**src/rtl/tpar_pkg.sv**
```systemverilog
package tpar_pkg;

    // Transfer mode, decoded from the two active-low enables {oe_a_n, oe_b_n}
    typedef enum logic [1:0] {
        MODE_DIAG    = 2'b00,  // both asserted: A to B, inverted parity
        MODE_B2A     = 2'b01,  // only A-side enable asserted
        MODE_A2B     = 2'b10,  // only B-side enable asserted
        MODE_ISOLATE = 2'b11   // neither asserted
    } xfer_mode_e;

    // Per-slice datapath controls derived from the mode
    typedef struct packed {
        logic drive_a;
        logic drive_b;
        logic invert_par;
        logic check_en;
    } path_ctl_t;

    // Per-slice flag controls
    typedef struct packed {
        logic pass;
        logic clr;
    } flag_ctl_t;

    function automatic xfer_mode_e decode_mode(input logic oe_a_n, input logic oe_b_n);
        return xfer_mode_e'({oe_a_n, oe_b_n});
    endfunction

    function automatic path_ctl_t mode_to_ctl(input xfer_mode_e m);
        path_ctl_t c;
        c = '0;
        unique case (m)
            MODE_A2B: begin
                c.drive_b = 1'b1;
            end
            MODE_DIAG: begin
                c.drive_b    = 1'b1;
                c.invert_par = 1'b1;
            end
            MODE_B2A: begin
                c.drive_a  = 1'b1;
                c.check_en = 1'b1;
            end
            default: c = '0;
        endcase
        return c;
    endfunction

endpackage

```
**src/rtl/tpar_mode_dec.sv**
```systemverilog
module tpar_mode_dec
    import tpar_pkg::*;
(
    input  logic      oe_a_n,
    input  logic      oe_b_n,
    output path_ctl_t ctl
);

    xfer_mode_e mode;

    always_comb begin
        mode = decode_mode(oe_a_n, oe_b_n);
        ctl  = mode_to_ctl(mode);
    end

endmodule

```
**src/rtl/tpar_parity_unit.sv**
```systemverilog
module tpar_parity_unit #(
    parameter int DATA_W = 8
) (
    input  logic [DATA_W-1:0] gen_data,
    input  logic              invert,
    input  logic [DATA_W-1:0] chk_data,
    input  logic              chk_par,
    input  logic              chk_en,
    output logic              gen_par,
    output logic              live_err
);

    logic odd_bit;
    logic rx_ones_odd;

    always_comb begin
        // bit that makes data plus parity an odd count of ones
        odd_bit     = ~(^gen_data);
        gen_par     = odd_bit ^ invert;
        rx_ones_odd = ^{chk_data, chk_par};
        live_err    = chk_en & ~rx_ones_odd;
    end

endmodule

```
**src/rtl/tpar_err_latch.sv**
```systemverilog
module tpar_err_latch
    import tpar_pkg::*;
(
    input  logic      clk,
    input  logic      rst,
    input  flag_ctl_t fctl,
    input  logic      live_err,
    output logic      err_flag
);

    logic held_q;

    always_ff @(posedge clk) begin
        if (rst || fctl.clr) begin
            held_q <= 1'b0;
        end else if (fctl.pass) begin
            held_q <= live_err;
        end
    end

    always_comb begin
        if (fctl.clr) begin
            err_flag = 1'b0;
        end else if (fctl.pass) begin
            err_flag = live_err;
        end else begin
            err_flag = held_q;
        end
    end

endmodule

```
**src/rtl/tpar_slice.sv**
```systemverilog
module tpar_slice
    import tpar_pkg::*;
#(
    parameter int DATA_W = 8
) (
    input  logic              clk,
    input  logic              rst,
    input  logic              oe_a_n,
    input  logic              oe_b_n,
    input  flag_ctl_t         fctl,
    input  logic [DATA_W-1:0] a_in,
    output logic [DATA_W-1:0] a_out,
    output logic              a_drive,
    input  logic [DATA_W-1:0] b_in,
    output logic [DATA_W-1:0] b_out,
    output logic              b_drive,
    input  logic              par_in,
    output logic              par_out,
    output logic              par_drive,
    output logic              err_n
);

    path_ctl_t ctl;
    logic      gen_par;
    logic      live_err;
    logic      err_flag;

    tpar_mode_dec u_dec (
        .oe_a_n (oe_a_n),
        .oe_b_n (oe_b_n),
        .ctl    (ctl)
    );

    tpar_parity_unit #(.DATA_W(DATA_W)) u_par (
        .gen_data (a_in),
        .invert   (ctl.invert_par),
        .chk_data (b_in),
        .chk_par  (par_in),
        .chk_en   (ctl.check_en),
        .gen_par  (gen_par),
        .live_err (live_err)
    );

    tpar_err_latch u_flag (
        .clk      (clk),
        .rst      (rst),
        .fctl     (fctl),
        .live_err (live_err),
        .err_flag (err_flag)
    );

    always_comb begin
        a_drive   = ctl.drive_a;
        b_drive   = ctl.drive_b;
        par_drive = ctl.drive_b;
        a_out     = ctl.drive_a ? b_in : '0;
        b_out     = ctl.drive_b ? a_in : '0;
        par_out   = ctl.drive_b ? gen_par : 1'b0;
        err_n     = ~err_flag;  // released high, pulled low on error
    end

endmodule

```
**src/rtl/tpar_xcvr.sv**
```systemverilog
module tpar_xcvr
    import tpar_pkg::*;
#(
    parameter int NUM_SLICES = 2,
    parameter int DATA_W     = 8
) (
    input  logic                       clk,
    input  logic                       rst,
    input  logic [NUM_SLICES-1:0]        oe_a_n,
    input  logic [NUM_SLICES-1:0]        oe_b_n,
    input  logic [NUM_SLICES-1:0]        latch_pass,
    input  logic [NUM_SLICES-1:0]        flag_clr,
    input  logic [NUM_SLICES*DATA_W-1:0] a_in,
    output logic [NUM_SLICES*DATA_W-1:0] a_out,
    output logic [NUM_SLICES-1:0]        a_drive,
    input  logic [NUM_SLICES*DATA_W-1:0] b_in,
    output logic [NUM_SLICES*DATA_W-1:0] b_out,
    output logic [NUM_SLICES-1:0]        b_drive,
    input  logic [NUM_SLICES-1:0]        par_in,
    output logic [NUM_SLICES-1:0]        par_out,
    output logic [NUM_SLICES-1:0]        par_drive,
    output logic [NUM_SLICES-1:0]        err_n
);

    for (genvar s = 0; s < NUM_SLICES; s++) begin : g_slice
        localparam int LO = s * DATA_W;
        flag_ctl_t fctl;

        always_comb begin
            fctl.pass = latch_pass[s];
            fctl.clr  = flag_clr[s];
        end

        tpar_slice #(.DATA_W(DATA_W)) u_slice (
            .clk       (clk),
            .rst       (rst),
            .oe_a_n    (oe_a_n[s]),
            .oe_b_n    (oe_b_n[s]),
            .fctl      (fctl),
            .a_in      (a_in[LO +: DATA_W]),
            .a_out     (a_out[LO +: DATA_W]),
            .a_drive   (a_drive[s]),
            .b_in      (b_in[LO +: DATA_W]),
            .b_out     (b_out[LO +: DATA_W]),
            .b_drive   (b_drive[s]),
            .par_in    (par_in[s]),
            .par_out   (par_out[s]),
            .par_drive (par_drive[s]),
            .err_n     (err_n[s])
        );
    end

endmodule

```
**config.mk**
```make
export PLATFORM = sky130hd
export DESIGN_NAME = tpar_xcvr
export DESIGN_NICKNAME = d
export VERILOG_FILES = /design/src/rtl/tpar_pkg.sv /design/src/rtl/tpar_mode_dec.sv /design/src/rtl/tpar_parity_unit.sv /design/src/rtl/tpar_err_latch.sv /design/src/rtl/tpar_slice.sv /design/src/rtl/tpar_xcvr.sv
export SDC_FILE = /design/constraint.sdc
export NUM_CORES = 1
export LEC_CHECK = 0
export BUFFER_PORTS_ARGS = -buffer_cell sky130_fd_sc_hd__buf_2
export CAP_MARGIN = 0
export CORE_MARGIN = 3
export CORE_UTILIZATION = 33
export DETAILED_ROUTE_END_ITERATION = 6
export PLACE_DENSITY = 0.82
export SYNTH_ARGS = -nofsm -noshare
export SYNTH_HDL_FRONTEND = slang
export SYNTH_HIERARCHICAL = 1
export SYNTH_SLANG_ARGS = --single-unit
```
**constraint.sdc**
```tcl
create_clock -name clk -period 1.5 [get_ports clk]
set_input_delay 0.225 -clock clk [delete_from_list [all_inputs] [get_ports clk]]
set_output_delay 0.225 -clock clk [all_outputs]
set_load 0.1 [all_outputs]
```
==> results of run 1 <==
## logic make-up after synthesis
group                     Yosys count  share of synthesized area [%]
xor gates and xnor gates           24                           41.4
buffers and inverters              10                           7.37
DFF                                 2                           5.61
muxes                               4                           5.61
and+or+nand+nor                    46                           40.0
## synthesized netlist by cell type
cell type	number
and2_1	34
xor2_1	6
buf_4	4
nor2_1	4
nand2_1	2
xor3_1	2
mux2i_1	4
nor3_2	2
dfxtp_1	2
or2_1	2
inv_1	6
xnor3_1	4
xnor2_1	12
nor2b_2	2
## per-stage QoR
stage / area, µm² / std cells
detailed placement: 1870 / 199
global placement: 1870 / 199
floorplan: 773 / 86
==> results.sh, run 1 <==
export IMPL_clock_sinks=2
export IMPL_ys_warn_count=6
export IMPL_routabilityCongestion=0.646
export IMPL_pre_cts_slack_ps=-492
export IMPL_initial_core_util_pct=35.6
export IMPL_cts_repair_resize_count=19
export IMPL_synthTopCellsByArea="and2_1 (30%), xnor2_1 (15%), xnor3_1 (13%), xor2_1 (7.4%), xor3_1 (6.7%)"
export IMPL_cts_buffers=3
export IMPL_die_width_um=52.5
export IMPL_synth_cell_types=14
export IMPL_mappedNetlistNets=130
export IMPL_clockBufferDepth=2
export IMPL_htreeDepth=1
export IMPL_synth_area_per_cell_um2=8.29
export IMPL_yosysSeqAreaShare_pct=5.61
export IMPL_ctsRootBufferMaster="clkbuf_4"
export IMPL_synth_seq_cells=2
export IMPL_synth_top_area_share_pct=29.8
export IMPL_dp_hpwl_um=3100
export IMPL_status="aborted with a tool error"
export IMPL_failing_step="clock tree synthesis"
export IMPL_yosys_area_top_type="and2_1"
export IMPL_error="[ERROR DPL-0038] Utilization greater than 100%, impossible to legalize"
export IMPL_port_buffers=85
export IMPL_syn_inst=86
export IMPL_hold_buffers=0
export IMPL_cts_setup_buffers=4
export IMPL_rows=16
export IMPL_io_pins=86
export IMPL_synth_area_um2=713
export IMPL_die_h_um=52.5
==> inputs of run 2 (changes only) <==
- CORE_AREA: not set -> 3 3 64 66
- CORE_MARGIN: 3 -> not set
- CORE_UTILIZATION: 33 -> not set
- DIE_AREA: not set -> 0 0 67 69
- PLACE_DENSITY: 0.82 -> not set
- PLACE_DENSITY_LB_ADDON: not set -> 0.15
==> run 2 against run 1 <==
Against the previous run:
- synthesized cell count unchanged
- synthesized area unchanged
- the flow now finishes, with violations (setup timing)
==> results.sh, run 2 <==
export IMPL_violations="setup timing"
export IMPL_r2r_start="g_slice[1].u_slice/u_flag/held_q"
export IMPL_fin_util_pct=56.4
export IMPL_dp_hpwl_um=2340
export IMPL_drv_slew=0
export IMPL_largest_reg_flops=2
export IMPL_power_density_nw_per_um2=690
export IMPL_clock_sinks=2
export IMPL_synthTopCellsByArea="and2_1 (30%), xnor2_1 (15%), xnor3_1 (13%), xor2_1 (7.4%), xor3_1 (6.7%)"
export IMPL_wirelength_met1_um=741
export IMPL_pre_cts_slack_ps=-434
export IMPL_cap_viol_max_count=0
export IMPL_wl_per_cell_um=11.2
export IMPL_synthXorXnorAreaFrac_pct=41.4
export IMPL_synthArstFlopShare_pct=0
export IMPL_synth_top_family_by_area="XOR/XNOR gates"
export IMPL_io_pins=86
export IMPL_fill_cells=310
export IMPL_synth_top_area_share_pct=29.8
export IMPL_met2_length_um=1510
export IMPL_yosysSeqAreaShare_pct=5.61
export IMPL_ys_warn_count=6
export IMPL_tightest_slew_ps=216
export IMPL_synth_edf_count=0
export IMPL_worstSkewPairLatency_ps=200
export IMPL_grt_pass1_wl_um=4040
export IMPL_area_delta_synth_final_pct=187
export IMPL_hold_viol_final=0
export IMPL_insertedDiodeCount=0
export IMPL_synth_area_um2=713
export IMPL_drt_total_wl_um=2520
export IMPL_ctsRootBufferMaster="clkbuf_8"
export IMPL_top_regs="g_slice.u_slice/u_flag/held_q (2)"
export IMPL_holdPathStages=2
export IMPL_final_nets=223
export IMPL_hold_start="flag_clr[0]"
export IMPL_synth_adder_area_share_pct=0
export IMPL_clock_skew_ps=0
export IMPL_regMostFlops="g_slice.u_slice/u_flag/held_q"
export IMPL_port_buffers=85
export IMPL_syn_inst=86
export IMPL_end_kind="output pin"
export IMPL_yosys_area_top_type="and2_1"
export IMPL_synth_area_mux_share_pct=5.61
export IMPL_route_vias_total=869
export IMPL_overflow=0
export IMPL_yosys_area_share_simple_pct=40.0
export IMPL_fin_crit_sh_pct=127
export IMPL_worst_ep_required_time_ps=1270
export IMPL_rsz0062_at_grt="yes"
export IMPL_p_leak_nw=0.960
export IMPL_cp_max_fo=2
export IMPL_critPathKind="in -> out"
export IMPL_die_width_um=67
export IMPL_initial_core_util_pct=19.6
export IMPL_synth_cell_types=14
export IMPL_wl_met3_um=244
export IMPL_grt_max_degree=12
export IMPL_drc_errors=0
export IMPL_crit_arrival_ps=1680
export IMPL_grtUsageTotal_pct=10.9
export IMPL_status="finished, violations left"
export IMPL_synth_main_ff_cell="dfxtp_1"
export IMPL_vdd_ir_drop_worst_mv=0.412
export IMPL_synth_compound_gate_area_share_pct=0
export IMPL_post_dp_cell_area_um2=1910
export IMPL_mostFrequentLayoutCells="buf_12 (42), buf_2 (36), and2_2 (32)"
export IMPL_drive_gt1_share_pct=81.4
export IMPL_p_total_mw=1.41
export IMPL_finalSetupViolCount=4
export IMPL_ff2ff_path_depth=3
export IMPL_startpoint="b_in[2]"
export IMPL_synth_most_common_cell="and2_1"
export IMPL_rows=22
export IMPL_min_period_ps=1900
export IMPL_htreeDepth=1
export IMPL_final_common_cell="buf_12"
export IMPL_die_area_um2=4620
export IMPL_fmax_mhz=525
export IMPL_cts_tree="built"
export IMPL_mappedNetlistNets=130
export IMPL_slew_headroom_pct=85.2
export IMPL_antenna_found_initial=0
export IMPL_cp_start_kind="input pin"
export IMPL_hold_class="in -> reg"
export IMPL_synth_seq_cells=2
export IMPL_drtIter0Drc=4
export IMPL_grt_pass1_vias=927
export IMPL_topRoutingLayerUsed="met4"
export IMPL_synth_area_per_cell_um2=8.29
export IMPL_ant_nets=0
export IMPL_clockBufferDepth=2
export IMPL_clk_pin_slew_ps=30
export IMPL_viasPerCell=3.86
export IMPL_worst_slack_ps=-404
export IMPL_routabilityCongestion=0.688
export IMPL_firstDrtPassIters=2
export IMPL_stdcell_area_um2=2050
export IMPL_ys_top_cells_by_count="and2_1 (34), xnor2_1 (12), inv_1 (6), xor2_1 (6)"
export IMPL_core_area_um2=3630
export IMPL_die_h_um=69
export IMPL_cts_buffers=3
## run 2: metal layers
layer | global-route usage, % | vias up
met1 | 10.0 | 384
met3 | 3.09 | 2
met2 | 22.1 | 41
met4 | 2.70 | 0
li1 | - | 442
met5 | 0 | -
## run 2: critical path, stage by stage
cell	delay [ps]
buf_6	70
xor3_1	390
or2_1	240
mux2i_1	150
mux2i_1	110
nor2_1	180
clkinvlp_4	140
buf_12	170
## run 2: worst paths after layout
check        slack (ps)                          endpoint
max reg2reg         740  g_slice[1].u_slice/u_flag/held_q
min reg2reg         650  g_slice[0].u_slice/u_flag/held_q
max                -400                          err_n[0]
min                 200  g_slice[0].u_slice/u_flag/held_q
## run 2: cell type report
| class | instances | area (µm²) | share of cell area [%] |
|---|---|---|---|
| timing repair buffer | 92 | 1160 | 56.4 |
| multi-input combinational | 74 | 713 | 34.8 |
| tap | 48 | 60.1 | 2.93 |
| clock buffer | 3 | 41.3 | 2.02 |
| sequential | 2 | 40.0 | 1.95 |
| inverter | 6 | 37.5 | 1.83 |
## run 2: report_power, final
| part | internal [mW] | total, mW | switching, mW |
|---|---|---|---|
| Clock | 0.169 | 0.203 | 0.0341 |
| Combinational | 0.486 | 1.16 | 0.669 |
| Sequential | 0.0551 | 0.0555 | 0.000382 |
## run 2: stage by stage
stage,TNS [ps],hold WS (ps),std cells
global route,-1250,204,225
global placement,-1060,407,222
finish,-906,199,225
floorplan,-767,294,86
CTS,-1080,196,225
detailed placement,-1200,408,222
## run 2: cells by family after synthesis
logic type | after synthesis
simple gates | 46
mux | 4
flops | 2
buf+inv | 10
xor+xnor | 24
## run 2: timing repair
action                     4_1_cts  5_1_grt
cloned                           0        0
setup endpoints to repair        4        4
hold buffers                     0        0
resized for setup               10        8
hold endpoints to repair         0        0
buffers inserted                 0        0
pin swaps                        9        2
(Power assumes the default switching activity.)
